$ cat config.mk
export PLATFORM = sky130hd
export DESIGN_NAME = prio_irq_ctrl
export DESIGN_NICKNAME = d
export VERILOG_FILES = /design/src/rtl/pic_pkg.sv /design/src/rtl/pic_sense.sv /design/src/rtl/pic_prio_vec.sv /design/src/rtl/prio_irq_ctrl.sv
export SDC_FILE = /design/constraint.sdc
export NUM_CORES = 1
export LEC_CHECK = 0
export BUFFER_PORTS_ARGS = -buffer_cell sky130_fd_sc_hd__buf_2
export CORE_AREA = 4 4 168 170
export DETAILED_ROUTE_END_ITERATION = 7
export DIE_AREA = 0 0 172 174
export GPL_TIMING_DRIVEN = 1
export PLACE_DENSITY = 0.7
export SLEW_MARGIN = 20
export SYNTH_ARGS = -nofsm -noshare
export SYNTH_HDL_FRONTEND = slang
export SYNTH_SLANG_ARGS = --single-unit
$ cat constraint.sdc
create_clock -name clk -period 3.85 [get_ports clk]
set_clock_uncertainty 0.05 [all_clocks]
set_input_delay 0.385 -clock clk [delete_from_list [all_inputs] [get_ports clk]]
set_output_delay 0.385 -clock clk [all_outputs]
set_load 0.05 [all_outputs]
$ cat src/rtl/pic_pkg.sv
package pic_pkg;

  typedef enum logic [2:0] {
    OFS_STATUS = 3'd0,
    OFS_ENABLE = 3'd1,
    OFS_CRSEL  = 3'd2,
    OFS_POLAR  = 3'd3,
    OFS_TRIG   = 3'd4,
    OFS_MASKED = 3'd5,
    OFS_VECTOR = 3'd6,
    OFS_VCFG   = 3'd7
  } pic_ofs_e;

  localparam int unsigned VEC_STRIDE_LOG2 = 9;

endpackage

$ cat src/rtl/pic_sense.sv
module pic_sense #(
  parameter int unsigned N_IRQ = 32
) (
  input  logic             clk,
  input  logic             rst_n,
  input  logic [N_IRQ-1:0] irq_in,
  input  logic [N_IRQ-1:0] polar,
  input  logic [N_IRQ-1:0] trig,
  input  logic             clr_valid,
  input  logic [N_IRQ-1:0] clr_mask,
  output logic [N_IRQ-1:0] status_o
);

  logic [N_IRQ-1:0] line_rev;
  logic [N_IRQ-1:0] line_corr;
  logic [N_IRQ-1:0] prev_q;
  logic [N_IRQ-1:0] stat_q;
  logic [N_IRQ-1:0] stat_kept;
  logic [N_IRQ-1:0] stat_nxt;

  // input n lands on status bit N_IRQ-1-n
  for (genvar g = 0; g < N_IRQ; g++) begin : g_rev
    assign line_rev[g] = irq_in[N_IRQ-1-g];
  end

  assign line_corr = line_rev ^ polar;
  assign stat_kept = clr_valid ? (stat_q & ~clr_mask) : stat_q;

  for (genvar g = 0; g < N_IRQ; g++) begin : g_bit
    always_comb begin
      if (trig[g]) stat_nxt[g] = stat_kept[g] | (line_corr[g] & ~prev_q[g]);
      else         stat_nxt[g] = line_corr[g];
    end
  end

  always_ff @(posedge clk or negedge rst_n) begin
    if (!rst_n) begin
      prev_q <= '0;
      stat_q <= '0;
    end else begin
      prev_q <= line_corr;
      stat_q <= stat_nxt;
    end
  end

  assign status_o = stat_q;

endmodule

$ cat src/rtl/pic_prio_vec.sv
module pic_prio_vec #(
  parameter int unsigned N_IRQ = 32,
  localparam int unsigned PW = $clog2(N_IRQ)
) (
  input  logic [N_IRQ-1:0] pending,
  input  logic             scan_down,
  output logic             found,
  output logic [PW-1:0]    rank
);

  logic [N_IRQ-1:0] ordered;

  for (genvar g = 0; g < N_IRQ; g++) begin : g_ord
    assign ordered[g] = scan_down ? pending[N_IRQ-1-g] : pending[g];
  end

  always_comb begin
    found = 1'b0;
    rank  = '0;
    for (int j = N_IRQ - 1; j >= 0; j--) begin
      if (ordered[j]) begin
        found = 1'b1;
        rank  = PW'(j);
      end
    end
  end

endmodule

$ cat src/rtl/prio_irq_ctrl.sv
module prio_irq_ctrl
  import pic_pkg::*;
#(
  parameter int unsigned N_IRQ = 32,
  parameter int unsigned AW    = 3,
  localparam int unsigned DW   = N_IRQ,
  localparam int unsigned PW   = $clog2(N_IRQ)
) (
  input  logic          clk,
  input  logic          rst_n,
  input  logic [DW-1:0] irq_in,
  input  logic          reg_we,
  input  logic [AW-1:0] reg_addr,
  input  logic [DW-1:0] reg_wdata,
  output logic [DW-1:0] reg_rdata,
  output logic          irq_norm_o,
  output logic          irq_crit_o
);

  logic [DW-1:0] status_q;
  logic [DW-1:0] en_q;
  logic [DW-1:0] crsel_q;
  logic [DW-1:0] polar_q;
  logic [DW-1:0] trig_q;
  logic [DW-1:0] vcfg_q;
  logic [DW-1:0] vec_q;
  logic          norm_q;
  logic          crit_q;

  logic [DW-1:0] masked;
  logic [DW-1:0] crit_pend;
  logic [DW-1:0] norm_pend;
  logic          crit_found;
  logic [PW-1:0] crit_rank;
  logic [DW-1:0] vec_nxt;
  logic          wr_stat;

  assign wr_stat = reg_we && (reg_addr == AW'(OFS_STATUS));

  pic_sense #(.N_IRQ(N_IRQ)) u_sense (
    .clk       (clk),
    .rst_n     (rst_n),
    .irq_in    (irq_in),
    .polar     (polar_q),
    .trig      (trig_q),
    .clr_valid (wr_stat),
    .clr_mask  (reg_wdata),
    .status_o  (status_q)
  );

  assign masked    = status_q & en_q;
  assign crit_pend = masked & crsel_q;
  assign norm_pend = masked & ~crsel_q;

  pic_prio_vec #(.N_IRQ(N_IRQ)) u_prio (
    .pending   (crit_pend),
    .scan_down (vcfg_q[0]),
    .found     (crit_found),
    .rank      (crit_rank)
  );

  assign vec_nxt = crit_found
                 ? ({vcfg_q[DW-1:2], 2'b00} + (DW'(crit_rank) << VEC_STRIDE_LOG2))
                 : '0;

  always_ff @(posedge clk or negedge rst_n) begin
    if (!rst_n) begin
      en_q    <= '0;
      crsel_q <= '0;
      polar_q <= '0;
      trig_q  <= '0;
      vcfg_q  <= '0;
    end else if (reg_we) begin
      case (reg_addr)
        AW'(OFS_ENABLE): en_q    <= reg_wdata;
        AW'(OFS_CRSEL):  crsel_q <= reg_wdata;
        AW'(OFS_POLAR):  polar_q <= reg_wdata;
        AW'(OFS_TRIG):   trig_q  <= reg_wdata;
        AW'(OFS_VCFG):   vcfg_q  <= {reg_wdata[DW-1:2], 1'b0, reg_wdata[0]};
        default: ;
      endcase
    end
  end

  always_ff @(posedge clk or negedge rst_n) begin
    if (!rst_n) begin
      norm_q <= 1'b0;
      crit_q <= 1'b0;
      vec_q  <= '0;
    end else begin
      norm_q <= |norm_pend;
      crit_q <= |crit_pend;
      vec_q  <= vec_nxt;
    end
  end

  always_comb begin
    case (reg_addr)
      AW'(OFS_STATUS): reg_rdata = status_q;
      AW'(OFS_ENABLE): reg_rdata = en_q;
      AW'(OFS_CRSEL):  reg_rdata = crsel_q;
      AW'(OFS_POLAR):  reg_rdata = polar_q;
      AW'(OFS_TRIG):   reg_rdata = trig_q;
      AW'(OFS_MASKED): reg_rdata = masked;
      AW'(OFS_VECTOR): reg_rdata = vec_q;
      default:         reg_rdata = vcfg_q;
    endcase
  end

  assign irq_norm_o = norm_q;
  assign irq_crit_o = crit_q;

endmodule

# [Yosys cells after proc, flatten, opt, wreduce, memory -nomap -nowiden]
# Cells that the tools add are included.
[totals] word_cells=261 in_bits=70 ff_bits=257 out_inout_bits=34
[op_classes] bitwise_logic=103 add_sub_neg=1 n_eq_ne=7 reduce_logical=9 mux=131
[op_table] operator="$pmux W32 S7" n=1
[op_table] operator="$mux W5" n=32
[op_table] operator="$and A32 B32 Y32" n=4
[op_table] operator="$mux W1" n=96
[op_table] operator="$mux W32" n=2
[op_table] operator="$not A32 Y32" n=2
[op_table] operator="$reduce_or A32 Y1" n=2
[op_table] operator="$add A32 B14 Y32" n=1
[op_table] operator="$and A1 B1 Y1" n=32
[op_table] operator="$not A1 Y1" n=32
[op_table] operator="$or A1 B1 Y1" n=32
[op_table] operator="$xor A32 B32 Y32" n=1
[op_table] operator="$eq A3 B3 Y1 const B" n=4
[op_table] operator="$reduce_and A2 Y1" n=5
[op_table] operator="$eq A3 B2 Y1 const B" n=2
[op_table] operator="$eq A3 B1 Y1 const B" n=1
[op_table] operator="$logic_not A3 Y1" n=1
[op_table] operator="$logic_and A1 B1 Y1" n=1

# [Longest topological paths before layout]
[depth] depth_word=37 ltp_mapped=17 ltp_nobuf=15

# [Cells and area by module]
# Synthesis repeated with hierarchy kept, for this count alone.
[unflattened] hier_cells=1213 hier_area_um2=13276.5
[by_module_without_submodules] module="prio_irq_ctrl" cells_each=881 instances=1 seq_area_each_um2=4779.6 area_each_um2=9987.1
[by_module_without_submodules] module="pic_sense" cells_each=195 instances=1 seq_area_each_um2=1601.5 area_each_um2=2476.1
[by_module_without_submodules] module="pic_prio_vec" cells_each=137 instances=1 seq_area_each_um2=0.0 area_each_um2=813.3

# [Worst setup path before layout]
# No wires, ideal clock.
[synth_timing] kind="reg2reg" startpoint="reg vcfg_q[0]" endpoint="reg vec_q[31]" path_buffers=3 stages_incl_launch_ff=17 synth_period_minus_slack_ns=3.590 setup_time_ns=0.119 required_time_ns=3.681 arrival_time_ns=3.422 setup_slack_ns=0.260 cell_sequence="dfrtp_1 -> buf_2 -> buf_2 -> buf_2 -> o2111ai_1 -> a211oi_1 -> a211oi_1 -> o31ai_1 -> ha_1 -> inv_1 -> fa_1 -> nor2b_1 -> o21ai_0 -> a21boi_1 -> o2111ai_1 -> xor2_1 -> nor2_2"
[synth_between] elab_chain_len=35 elab_cells_between_ends=98 cone_classes="add/sub: 1; mux: 97"
[synth_rtl] element="start, declared" line_no="prio_irq_ctrl.sv:25" text="logic [DW-1:0] vcfg_q;"
[synth_rtl] element="start signal, assigned" line_no="prio_irq_ctrl.sv:79" text="AW'(OFS_VCFG): vcfg_q <= {reg_wdata[DW-1:2], 1'b0, reg_wdata[0]};"
[synth_rtl] element="$mux W1" line_no="pic_prio_vec.sv:14" text="assign ordered[g] = scan_down ? pending[N_IRQ-1-g] : pending[g];"
[synth_rtl] element="$mux W5 (32 in series)" line_no="pic_prio_vec.sv:21" text="if (ordered[j]) begin"
[synth_rtl] element="$add A32 B14 Y32" line_no="prio_irq_ctrl.sv:63" text="? ({vcfg_q[DW-1:2], 2'b00} + (DW'(crit_rank) << VEC_STRIDE_LOG2))"
[synth_rtl] element="$mux W32 *" line_no="prio_irq_ctrl.sv:63"
[synth_rtl] element="via vec_nxt[31]" line_no="prio_irq_ctrl.sv:35" text="logic [DW-1:0] vec_nxt;"
[synth_rtl] element="end signal, assigned" line_no="prio_irq_ctrl.sv:93" text="vec_q <= vec_nxt;"
[synth_rtl] element="end, declared" line_no="prio_irq_ctrl.sv:26" text="logic [DW-1:0] vec_q;"
# Mark *: on every way through the listed nets, which the timed path passes. The rest lies on a longest branch.
# A chain may end at the register's enable or synchronous reset.

# [Worst setup path in the final report]
[layout_timing] startpoint="reg en_q[5]" endpoint="reg vec_q[23]"
[layout_between] elab_chain_len=32 elab_cells_between_ends=60 cone_classes="add/sub: 1; mux: 57; bitwise: 2"
[layout_rtl] element="start, declared" line_no="prio_irq_ctrl.sv:21" text="logic [DW-1:0] en_q;"
[layout_rtl] element="start signal, assigned" line_no="prio_irq_ctrl.sv:75" text="AW'(OFS_ENABLE): en_q <= reg_wdata;"
[layout_rtl] element="$and A32 B32 Y32 *" line_no="prio_irq_ctrl.sv:51" text="assign masked = status_q & en_q;"
[layout_rtl] element="$and A32 B32 Y32 *" line_no="prio_irq_ctrl.sv:52" text="assign crit_pend = masked & crsel_q;"
[layout_rtl] element="$mux W1" line_no="pic_prio_vec.sv:14"
[layout_rtl] element="$mux W5 (27 in series)" line_no="pic_prio_vec.sv:21"
[layout_rtl] element="$add A32 B14 Y32" line_no="prio_irq_ctrl.sv:63"
[layout_rtl] element="$mux W32 *" line_no="prio_irq_ctrl.sv:63"
[layout_rtl] element="via vec_nxt[23]" line_no="prio_irq_ctrl.sv:35"
# Marked as above.

==> flow_metrics.env <==
export IMPL_rr_endpoint="vec_q[23]"
export IMPL_status="finished clean"
export IMPL_insertion_delay_ns=0.55
export IMPL_io_pins=104
export IMPL_cts_made_buffers=28
export IMPL_min_path_type="in2reg"
export IMPL_worst_pin_slew_ns=0.897
export IMPL_grt_util_all_layers_pct=25.6
export IMPL_start_util_pct=49.1
export IMPL_report_final_slew_viol_count=0
export IMPL_routed_wl_um=38400
export IMPL_htreeDepth=1
export IMPL_gp_congestion=0.934
export IMPL_crit_buf_inv=2
export IMPL_fin_setup_tns_ns=0
export IMPL_synth_seq_area_share_pct=48.6
export IMPL_end_kind="flop"
export IMPL_drtAntennaViolNets=0
export IMPL_detail_route_first_pass_iterations=6
export IMPL_powerDensity_nw_per_um2=668
export IMPL_synth_top_flop_cell="dfrtp_1"
export IMPL_total_leakage_power_uw=0.00662
export IMPL_syn_inst=1172
export IMPL_final_cell_mix="dfrtp_1, mux2_2, nand2_1, buf_2, nor2_1"
export IMPL_die_x_um=172
export IMPL_holdPathStages=2
export IMPL_crit_chain="and3_4, o211ai_1, o32ai_1, o221ai_1, o311a_1, o31ai_1, ha_1, inv_1, fa_1, nor2b_2, o21ai_0, a21boi_1, buf_4, o211ai_1, xor2_1, nor2_1"
export IMPL_fp_dieH_um=174
export IMPL_worstPathMaxFanout=10
export IMPL_avgSynthCellArea_um2=11.2
export IMPL_period_needed_ns=3.61
export IMPL_drc_errors=0
export IMPL_ys_warnings_count=0
export IMPL_drive_gt1_share_pct=30.5
export IMPL_dieArea_um2=29900
export IMPL_rsz0062_at_grt="false"
export IMPL_wire_per_inst_um=23.0
export IMPL_slew_headroom_pct=40.0
export IMPL_cts_sinks=255
export IMPL_vias_per_cell=6.18
export IMPL_min_from="irq_in[31]"
export IMPL_synthesis_area_um2=13100
export IMPL_antenna_found_initial=0
export IMPL_synth_edff_count=0
export IMPL_setup_violations_final=0
export IMPL_dp_hpwl_um=26300
export IMPL_clk_pin_slew_worst_paths_ns=0.06
export IMPL_finalCritPeriodShare_pct=93.8
export IMPL_synthToLayoutAreaGrowth_pct=17.7
export IMPL_maxCapViolations=0
export IMPL_grt_pass1_vias=10300
export IMPL_cp_data_required_time_ns=4.23
export IMPL_fp_row_count=60
export IMPL_whs_endpoint="u_sense.prev_q[0]"
export IMPL_coreArea_um2=26700
export IMPL_critPathTopFamily="compound AO/OA/AOI/OAI gates"
export IMPL_cts_tree="built"
export IMPL_crit_slowest_cell="fa_1"
export IMPL_clockBufferDepth=3
export IMPL_port_buffers=103
export IMPL_arrival_ns=3.99
export IMPL_irDropWorstVdd_v=0.000477
export IMPL_r2r_cells=16
export IMPL_final_common_cell="dfrtp_1"
export IMPL_hold_viol=0
export IMPL_ys_types=63
export IMPL_synth_fp_nets=1248
export IMPL_route_vias_total=10300
export IMPL_n_antenna_cell=0
export IMPL_critPathKind="reg2reg"
export IMPL_synth_seq_cells=255
export IMPL_clockRootBuffer="clkbuf_16"
export IMPL_drt_iter0_drc=947
export IMPL_grt_start_max_net_pins=107
export IMPL_timing_rr_start="en_q[5]"
export IMPL_cp_slowest_stage_delay_ns=0.44
export IMPL_fmax_mhz=277
export IMPL_final_net_count=1383
export IMPL_cp_depth=16
export IMPL_hold_slack_ns=0.0160
export IMPL_crit_top_cell="o211ai_1"
export IMPL_synth_async_reset_ratio_pct=100
export IMPL_r2r_slack_ns=0.24
export IMPL_grt_pass1_wl_um=60300
export IMPL_critPathLaunchType="flop"
export IMPL_overflow=0
cells by family after synthesis:
group / share of synthesized area [%]
AND/OR/NAND/NOR: 12.5
AO/OA/AOI/OAI: 15.0
flip-flops: 48.6
multiplexers: 17.4
buffers and inverters: 2.43
XOR/XNOR: 3.40
adder cells (fa/ha/maj): 0.629
where the power goes:
group          switching, µW  leakage, µW  total, µW  internal [µW]
clock network           1140     0.000491       2890           1750
logic                   1840      0.00310       3290           1460
registers                720      0.00303       4130           3410
flip-flops by register name, indices dropped and copies added (netlist names), 30 cells and up:
name	cells
trig_q	32
polar_q	32
crsel_q	32
en_q	32
vec_q	30
vcfg_q	31
u_sense.status_o	32
u_sense.prev_q	32
metrics by stage:
stage	util (%)	worst slack, ns	cells	total power (µW)	instance area [µm²]
6_report	57.8	0.240	1669	10300	15400
5_1_grt	57.8	0.0138	1669	10900	15400
4_1_cts	57.7	0.216	1669	10300	15400
3_5_place_dp	52.9	0.225	1590	7370	14100
3_3_place_gp	52.9	0.330	1590	7310	14100
2_1_floorplan	-	0.260	1172	6310	13100
worst register-to-register path: cells and delay by family (launching register included):
family / cells / cell delay, ns
flops: 1 / 0.42
compound gates: 8 / 1.43
fa+ha+maj: 2 / 0.68
simple gates: 3 / 0.45
xor+xnor: 1 / 0.20
buf+inv: 2 / 0.27
worst max-delay path by stage:
stage,from,end,slack [ns]
6_report,en_q[5],vec_q[23],0.24
3_5_place_dp,u_sense.status_o[4],vec_q[31],0.23
3_3_place_gp,en_q[4],vec_q[31],0.33
2_1_floorplan,vcfg_q[0],vec_q[31],0.26
4_1_cts,en_q[4],vec_q[29],0.22
5_1_grt,en_q[5],vec_q[29],0.01
layer usage:
| layer | vias to the layer above | share of wire (%) | global-route usage (%) |
|---|---|---|---|
| li1 | 4669 | - | - |
| met4 | 0 | 2.6 | 6.55 |
| met5 | - | 0 | 0 |
| met3 | 66 | 6.3 | 4.57 |
| met2 | 368 | 47 | 40.3 |
| met1 | 5207 | 44 | 36.7 |
what timing repair did:
item                                    CTS  global route
gates resized for setup                   0             8
endpoints found under the setup margin    0             9
buffers inserted                          0             0
hold buffers                             28             0
endpoints found under the hold margin   131             0
area by class of cell:
cell class                 count  area, µm²
clock buffer                  35        767
clock inverter                16        226
fill                        2289      11300
inverter                       8       30.0
multi-input combinational    843       6460
sequential                   255       6380
tap                          341        427
timing repair buffer         171       1160
synthesized netlist by cell type, types with 19 or more instances:
cell type | number | area, µm²
o22ai_1 | 19 | 119
nor2_1 | 52 | 195
a32o_1 | 33 | 330
mux2_2 | 169 | 1900
and3_1 | 23 | 144
a21oi_1 | 25 | 125
o21ai_0 | 27 | 135
clkbuf_1 | 41 | 154
dfrtp_1 | 255 | 6380
nand3_1 | 41 | 205
o211ai_1 | 26 | 195
xor2_1 | 42 | 368
nand2_1 | 125 | 469
nand2b_1 | 25 | 156
Note: power is estimated with default switching activity, not from simulation.
